### src/rtl/bp_pkg.sv
package bp_pkg;
   localparam int NPLANE = 8;
   localparam logic [7:0] NEWLINE = 8'h0A;
   typedef logic [7:0] byte_t;
endpackage

### src/rtl/bp_transpose.sv
module bp_transpose
   import bp_pkg::*;
#(
   parameter int W = 16
) (
   input  logic [W*NPLANE-1:0] blk,
   output logic [NPLANE*W-1:0] planes
);
   if (W < 1) begin : g_bad_w
      $error("bp_transpose: W must be at least 1");
   end

   for (genvar j = 0; j < W; j++) begin : g_lane
      for (genvar b = 0; b < NPLANE; b++) begin : g_bit
         assign planes[b*W+j] = blk[j*NPLANE+b];
      end
   end
endmodule

### src/rtl/bp_range_match.sv
module bp_range_match
   import bp_pkg::*;
#(
   parameter int         W  = 16,
   parameter logic [7:0] LO = 8'h00,
   parameter logic [7:0] HI = 8'hFF
) (
   input  logic [NPLANE*W-1:0] planes,
   output logic [W-1:0]        hit
);
   logic [W-1:0] ge_gt, ge_eq, le_lt, le_eq;

   // MSB-first magnitude compare carried out across all lanes in parallel
   always_comb begin
      ge_gt = '0;
      ge_eq = '1;
      le_lt = '0;
      le_eq = '1;
      for (int b = NPLANE - 1; b >= 0; b--) begin
         if (LO[b]) begin
            ge_eq = ge_eq & planes[b*W +: W];
         end else begin
            ge_gt = ge_gt | (ge_eq & planes[b*W +: W]);
            ge_eq = ge_eq & ~planes[b*W +: W];
         end
         if (HI[b]) begin
            le_lt = le_lt | (le_eq & ~planes[b*W +: W]);
            le_eq = le_eq & planes[b*W +: W];
         end else begin
            le_eq = le_eq & ~planes[b*W +: W];
         end
      end
      hit = (ge_gt | ge_eq) & (le_lt | le_eq);
   end
endmodule

### src/rtl/bp_class.sv
module bp_class
   import bp_pkg::*;
#(
   parameter int                  W      = 16,
   parameter int                  NRNG   = 2,
   parameter logic [NRNG*8-1:0]   LO_VEC = '0,
   parameter logic [NRNG*8-1:0]   HI_VEC = '0,
   parameter bit                  NEG    = 1'b0,
   parameter bit                  ANY    = 1'b0
) (
   input  logic [NPLANE*W-1:0] planes,
   output logic [W-1:0]        cls
);
   if (NRNG < 1) begin : g_bad_rng
      $error("bp_class: NRNG must be at least 1");
   end

   if (ANY) begin : g_any
      logic [W-1:0] is_nl;
      bp_range_match #(.W(W), .LO(NEWLINE), .HI(NEWLINE)) u_nl (
         .planes(planes),
         .hit   (is_nl)
      );
      assign cls = ~is_nl;
   end else begin : g_ranges
      logic [W-1:0] hits [NRNG];
      logic [W-1:0] any_hit;
      for (genvar r = 0; r < NRNG; r++) begin : g_rng
         bp_range_match #(
            .W (W),
            .LO(LO_VEC[r*8 +: 8]),
            .HI(HI_VEC[r*8 +: 8])
         ) u_rng (
            .planes(planes),
            .hit   (hits[r])
         );
      end
      always_comb begin
         any_hit = '0;
         for (int r = 0; r < NRNG; r++) any_hit = any_hit | hits[r];
      end
      if (NEG) begin : g_neg
         assign cls = ~any_hit;
      end else begin : g_pos
         assign cls = any_hit;
      end
   end
endmodule

### src/rtl/byteplane_classifier.sv
module byteplane_classifier
   import bp_pkg::*;
#(
   parameter int                       W      = 16,
   parameter int                       NCLS   = 4,
   parameter int                       NRNG   = 2,
   parameter logic [NCLS*NRNG*8-1:0]   CLS_LO = 64'h0000_FF30_6141_5F30,
   parameter logic [NCLS*NRNG*8-1:0]   CLS_HI = 64'h0000_0039_7A5A_5F39,
   parameter logic [NCLS-1:0]          CLS_NEG = 4'b0100,
   parameter logic [NCLS-1:0]          CLS_ANY = 4'b1000
) (
   input  logic                  clk,
   input  logic                  rst_n,
   input  logic                  in_valid,
   output logic                  in_ready,
   input  logic [W*8-1:0]        in_data,
   output logic                  out_valid,
   input  logic                  out_ready,
   output logic [8*W-1:0]        out_planes,
   output logic [NCLS*W-1:0]     out_class
);
   localparam int RW = NCLS * NRNG * 8;

   if (W < 1 || NCLS < 1 || NRNG < 1) begin : g_bad_cfg
      $error("byteplane_classifier: W, NCLS and NRNG must be positive");
   end

   logic [NPLANE*W-1:0] planes_c;
   logic [NCLS*W-1:0]   class_c;
   logic                take;

   bp_transpose #(.W(W)) u_xpose (
      .blk   (in_data),
      .planes(planes_c)
   );

   for (genvar c = 0; c < NCLS; c++) begin : g_cls
      bp_class #(
         .W     (W),
         .NRNG  (NRNG),
         .LO_VEC(CLS_LO[c*NRNG*8 +: NRNG*8]),
         .HI_VEC(CLS_HI[c*NRNG*8 +: NRNG*8]),
         .NEG   (CLS_NEG[c]),
         .ANY   (CLS_ANY[c])
      ) u_cls (
         .planes(planes_c),
         .cls   (class_c[c*W +: W])
      );
   end

   assign in_ready = !out_valid || out_ready;
   assign take     = in_valid && in_ready;

   always_ff @(posedge clk) begin
      if (!rst_n) begin
         out_valid  <= 1'b0;
         out_planes <= '0;
         out_class  <= '0;
      end else begin
         if (take) begin
            out_valid  <= 1'b1;
            out_planes <= planes_c;
            out_class  <= class_c;
         end else if (out_ready) begin
            out_valid  <= 1'b0;
         end
      end
   end


   accept_to_valid_chk: assert property (@(posedge clk) disable iff (!rst_n)
      in_valid && in_ready |=> out_valid);


   stall_hold_chk: assert property (@(posedge clk) disable iff (!rst_n)
      out_valid && !out_ready |=> out_valid && $stable(out_planes) && $stable(out_class));


   drain_drop_chk: assert property (@(posedge clk) disable iff (!rst_n)
      out_valid && out_ready && !in_valid |=> !out_valid);


   for (genvar b = 0; b < NPLANE; b++) begin : g_lane0_chk
      lane0_plane_chk: assert property (@(posedge clk) disable iff (!rst_n)
         in_valid && in_ready |=> out_planes[b*W] == $past(in_data[b]));
   end

   for (genvar c = 0; c < NCLS; c++) begin : g_any_chk
      if (CLS_ANY[c]) begin : g_on
         for (genvar j = 0; j < W; j++) begin : g_lane
            byte_t lane_byte;
            always_comb begin
               for (int b = 0; b < NPLANE; b++) lane_byte[b] = out_planes[b*W+j];
            end

            any_newline_chk: assert property (@(posedge clk) disable iff (!rst_n)
               out_valid |-> out_class[c*W+j] == (lane_byte != NEWLINE));
         end
      end
   end

   logic unused_rw;
   assign unused_rw = (RW == 0);
endmodule

### config.mk
export PLATFORM = sky130hd
export DESIGN_NAME = byteplane_classifier
export DESIGN_NICKNAME = d
export VERILOG_FILES = /design/src/rtl/bp_pkg.sv /design/src/rtl/bp_transpose.sv /design/src/rtl/bp_range_match.sv /design/src/rtl/bp_class.sv /design/src/rtl/byteplane_classifier.sv
export SDC_FILE = /design/constraint.sdc
export NUM_CORES = 1
export LEC_CHECK = 0
export ABC_CLOCK_PERIOD_IN_PS = 3800
export BUFFER_PORTS_ARGS = -buffer_cell sky130_fd_sc_hd__buf_2
export CORE_MARGIN = 8
export CORE_UTILIZATION = 35
export DETAILED_ROUTE_END_ITERATION = 10
export GPL_ROUTABILITY_DRIVEN = 1
export HOLD_SLACK_MARGIN = 0.08
export SYNTH_ARGS = -nofsm -noshare
export SYNTH_HDL_FRONTEND = slang
export SYNTH_HIERARCHICAL = 1
export SYNTH_SLANG_ARGS = --single-unit
### constraint.sdc
create_clock -name clk -period 3.8 [get_ports clk]
set_clock_uncertainty 0.15 [all_clocks]
set_input_delay 0.19 -clock clk [delete_from_list [all_inputs] [get_ports clk]]
set_output_delay 0.19 -clock clk [all_outputs]
set_load 0.01 [all_outputs]
==> results.sh <==
export IMPL_r2r_start="out_valid"
export IMPL_hold_end="out_planes[13]"
export IMPL_hold_viol=0
export IMPL_setup_viol=0
export IMPL_die_area_um2=38500
export IMPL_worst_pin_slew_ns=0.765
export IMPL_cap_violations=0
export IMPL_min_from="rst_n"
export IMPL_clk_latency_ns=0.44
export IMPL_pin_count=326
export IMPL_dr_pass1_iters=5
export IMPL_rrSetupSlack_ns=1.75
export IMPL_syn_to_final_growth_pct=24.0
export IMPL_path_clk_slew_ns=0.08
export IMPL_fillers=3237
export IMPL_cts_sinks=193
export IMPL_vdd_ir_drop_max_uv=285
export IMPL_clockBufferDepth=2
export IMPL_ys_seq_elements=193
export IMPL_grt_max_degree=132
export IMPL_slew_violations=0
export IMPL_numCtsBuffers=17
export IMPL_cts_tree="yes"
export IMPL_r2r_end="out_planes[61]"
export IMPL_cts_hold_fix_buffers=130
export IMPL_synth_seq_area_share=0.339
export IMPL_drc=0
export IMPL_yosys_top_cells_area="dfxtp_1, mux2i_1, nand2_1"
export IMPL_clock_root_buffer="clkbuf_16"
export IMPL_timing_final_crit_period_ns=2.05
export IMPL_grt_pass1_vias=10300
export IMPL_yosys_area_top_type="dfxtp_1"
export IMPL_critPathLaunchType="register"
export IMPL_gp_congestion=0.765
export IMPL_die_h_um=196
export IMPL_ant_nets=0
export IMPL_hold_path_class="primary input to register"
export IMPL_avgSynthCellArea_um2=8.04
export IMPL_rsz0062_at_grt="false"
export IMPL_layoutNonFillerInstCount=2160
export IMPL_max_freq_mhz=488
export IMPL_antenna_found_initial=0
export IMPL_dp_cells=1998
export IMPL_port_buffers=325
export IMPL_ys_types=25
export IMPL_final_nets=1837
export IMPL_cts_repair_resized=0
export IMPL_num_vias=10400
export IMPL_std_cell_rows=66
export IMPL_status="finished, final reports clean"
export IMPL_hpwl_um=22000
export IMPL_powerDensity_nw_per_um2=351
export IMPL_holdWs_ns=0.138
export IMPL_r2r_cells=4
export IMPL_setup_tns_ns=0
export IMPL_wire_per_inst_um=14.7
export IMPL_wirelength_um=31700
export IMPL_drive_above_1_share=0.214
export IMPL_cp_data_required_time_ns=4.02
export IMPL_grtUsageTotal=0.163
export IMPL_htree_num_levels=4
export IMPL_die_w_um=196
export IMPL_synthCells=1415
export IMPL_n_antenna_cell=0
export IMPL_whs_path_depth=3
export IMPL_synth_top_area_share=0.339
export IMPL_timing_final_crit_share=0.539
export IMPL_grt_pass1_wl_um=52800
export IMPL_first_iter_violations=389
export IMPL_slew_headroom=0.490
export IMPL_grt_ovfl_total=0
export IMPL_post_cts_setup_buffers=0
export IMPL_coreArea_um2=32300
export IMPL_start_util=0.353
export IMPL_arrival_ns=2.27
export IMPL_endpoint_kind="register"
export IMPL_crit_fanout=58
export IMPL_ys_warn_count=6
export IMPL_p_leak_nw=6.43
export IMPL_syn_cell_area_um2=11400
export IMPL_worstSetupPathType="register to register"
export IMPL_vias_per_cell=4.82
[routing by layer]
metal,share of wire,up-vias,track usage
met3,0.068,45,0.0520
li1,-,5263,-
met4,0.023,0,0.0556
met5,0,-,0
met2,0.48,271,0.273
met1,0.43,4825,0.194
[cell usage in the layout (no fill, tap or decap), types with 15 or more instances in the layout]
| master | instances |
|---|---|
| nand4_1 | 15 |
| clkbuf_16 | 17 |
| nand2_1 | 416 |
| or4_1 | 48 |
| nor4b_1 | 16 |
| nand3b_1 | 16 |
| o21ai_1 | 32 |
| o22ai_1 | 32 |
| buf_2 | 324 |
| dlygate4sd3_1 | 130 |
| or2_1 | 32 |
| inv_1 | 17 |
| mux2i_1 | 192 |
| a21oi_1 | 32 |
| nor2_1 | 96 |
| conb_1 | 16 |
| nand4bb_1 | 31 |
| dfxtp_1 | 193 |
| and4_1 | 32 |
[registers in the layout, indices dropped and copies added, names as in the netlist]
signal and cells:
out_planes 128, out_class 64, out_valid 1
[kinds of logic after synthesis]
family	after synthesis	share of synthesized area
mux	192	0.169
flops	193	0.339
simple gates	706	0.308
buf+inv	226	0.137
compound gates	97	0.0464
other cells	1	0.000329
[stage by stage]
step                      total power (W)  cell area [µm²]  setup slack (ns)   util
after CTS                         0.00501            14100              1.73  0.437
after global placement            0.00311            12300              1.80  0.380
after floorplan                   0.00293            11400              2.22      -
final                             0.00495            14100              1.75  0.437
after global routing              0.00522            14100              1.61  0.437
after detailed placement          0.00313            12300              1.75  0.380
[worst max path at each step]
stage	from	to	slack, ns	cells after the start
2_1_floorplan	in_data[3]	out_class[16]	2.22	7
3_3_place_gp	out_ready	out_class[14]	1.80	5
3_5_place_dp	out_valid	out_planes[1]	1.75	4
4_1_cts	out_valid	out_planes[75]	1.73	4
5_1_grt	out_valid	out_class[59]	1.61	4
6_report	out_valid	out_planes[61]	1.75	4
[report_power, final]
group | switching [W] | internal, W
Combinational | 0.000532 | 0.000437
Sequential | 0.0000709 | 0.00215
Clock | 0.000897 | 0.000865
Total | 0.00150 | 0.00345
[cell type report]
class	count	area, µm²	share of cell area
Clock buffer	19	433	0.0307
Multi-Input combinational cell	1011	6020	0.426
Sequential cell	193	3860	0.274
Tap cell	442	553	0.0392
Timing Repair Buffer	465	3060	0.217
Clock inverter	13	119	0.00842
Inverter	17	63.8	0.00452
[synthesized netlist by cell type]
| master | count |
|---|---|
| or2_1 | 32 |
| nand2b_4 | 1 |
| nor4b_1 | 16 |
| buf_4 | 144 |
| and2_4 | 1 |
| or4_1 | 48 |
| nor2_1 | 96 |
| inv_1 | 17 |
| buf_2 | 7 |
| a21oi_1 | 32 |
| clkbuf_1 | 37 |
| conb_1 | 1 |
| dfxtp_1 | 193 |
| a21boi_0 | 1 |
| and4_1 | 32 |
| buf_8 | 1 |
| nand4_1 | 15 |
| nand4b_1 | 2 |
| buf_6 | 20 |
| mux2i_1 | 192 |
| o21ai_1 | 32 |
| nand4bb_1 | 31 |
| o22ai_1 | 32 |
| nand2_1 | 416 |
| nand3b_1 | 16 |
[worst max-delay path, cell delays in order (launching register included)]
cell      delay, ns
dfxtp_1        0.34
nand2b_4       0.08
and2_4         0.65
buf_12         0.41
mux2i_1        0.24
(Power assumes the default switching activity.)
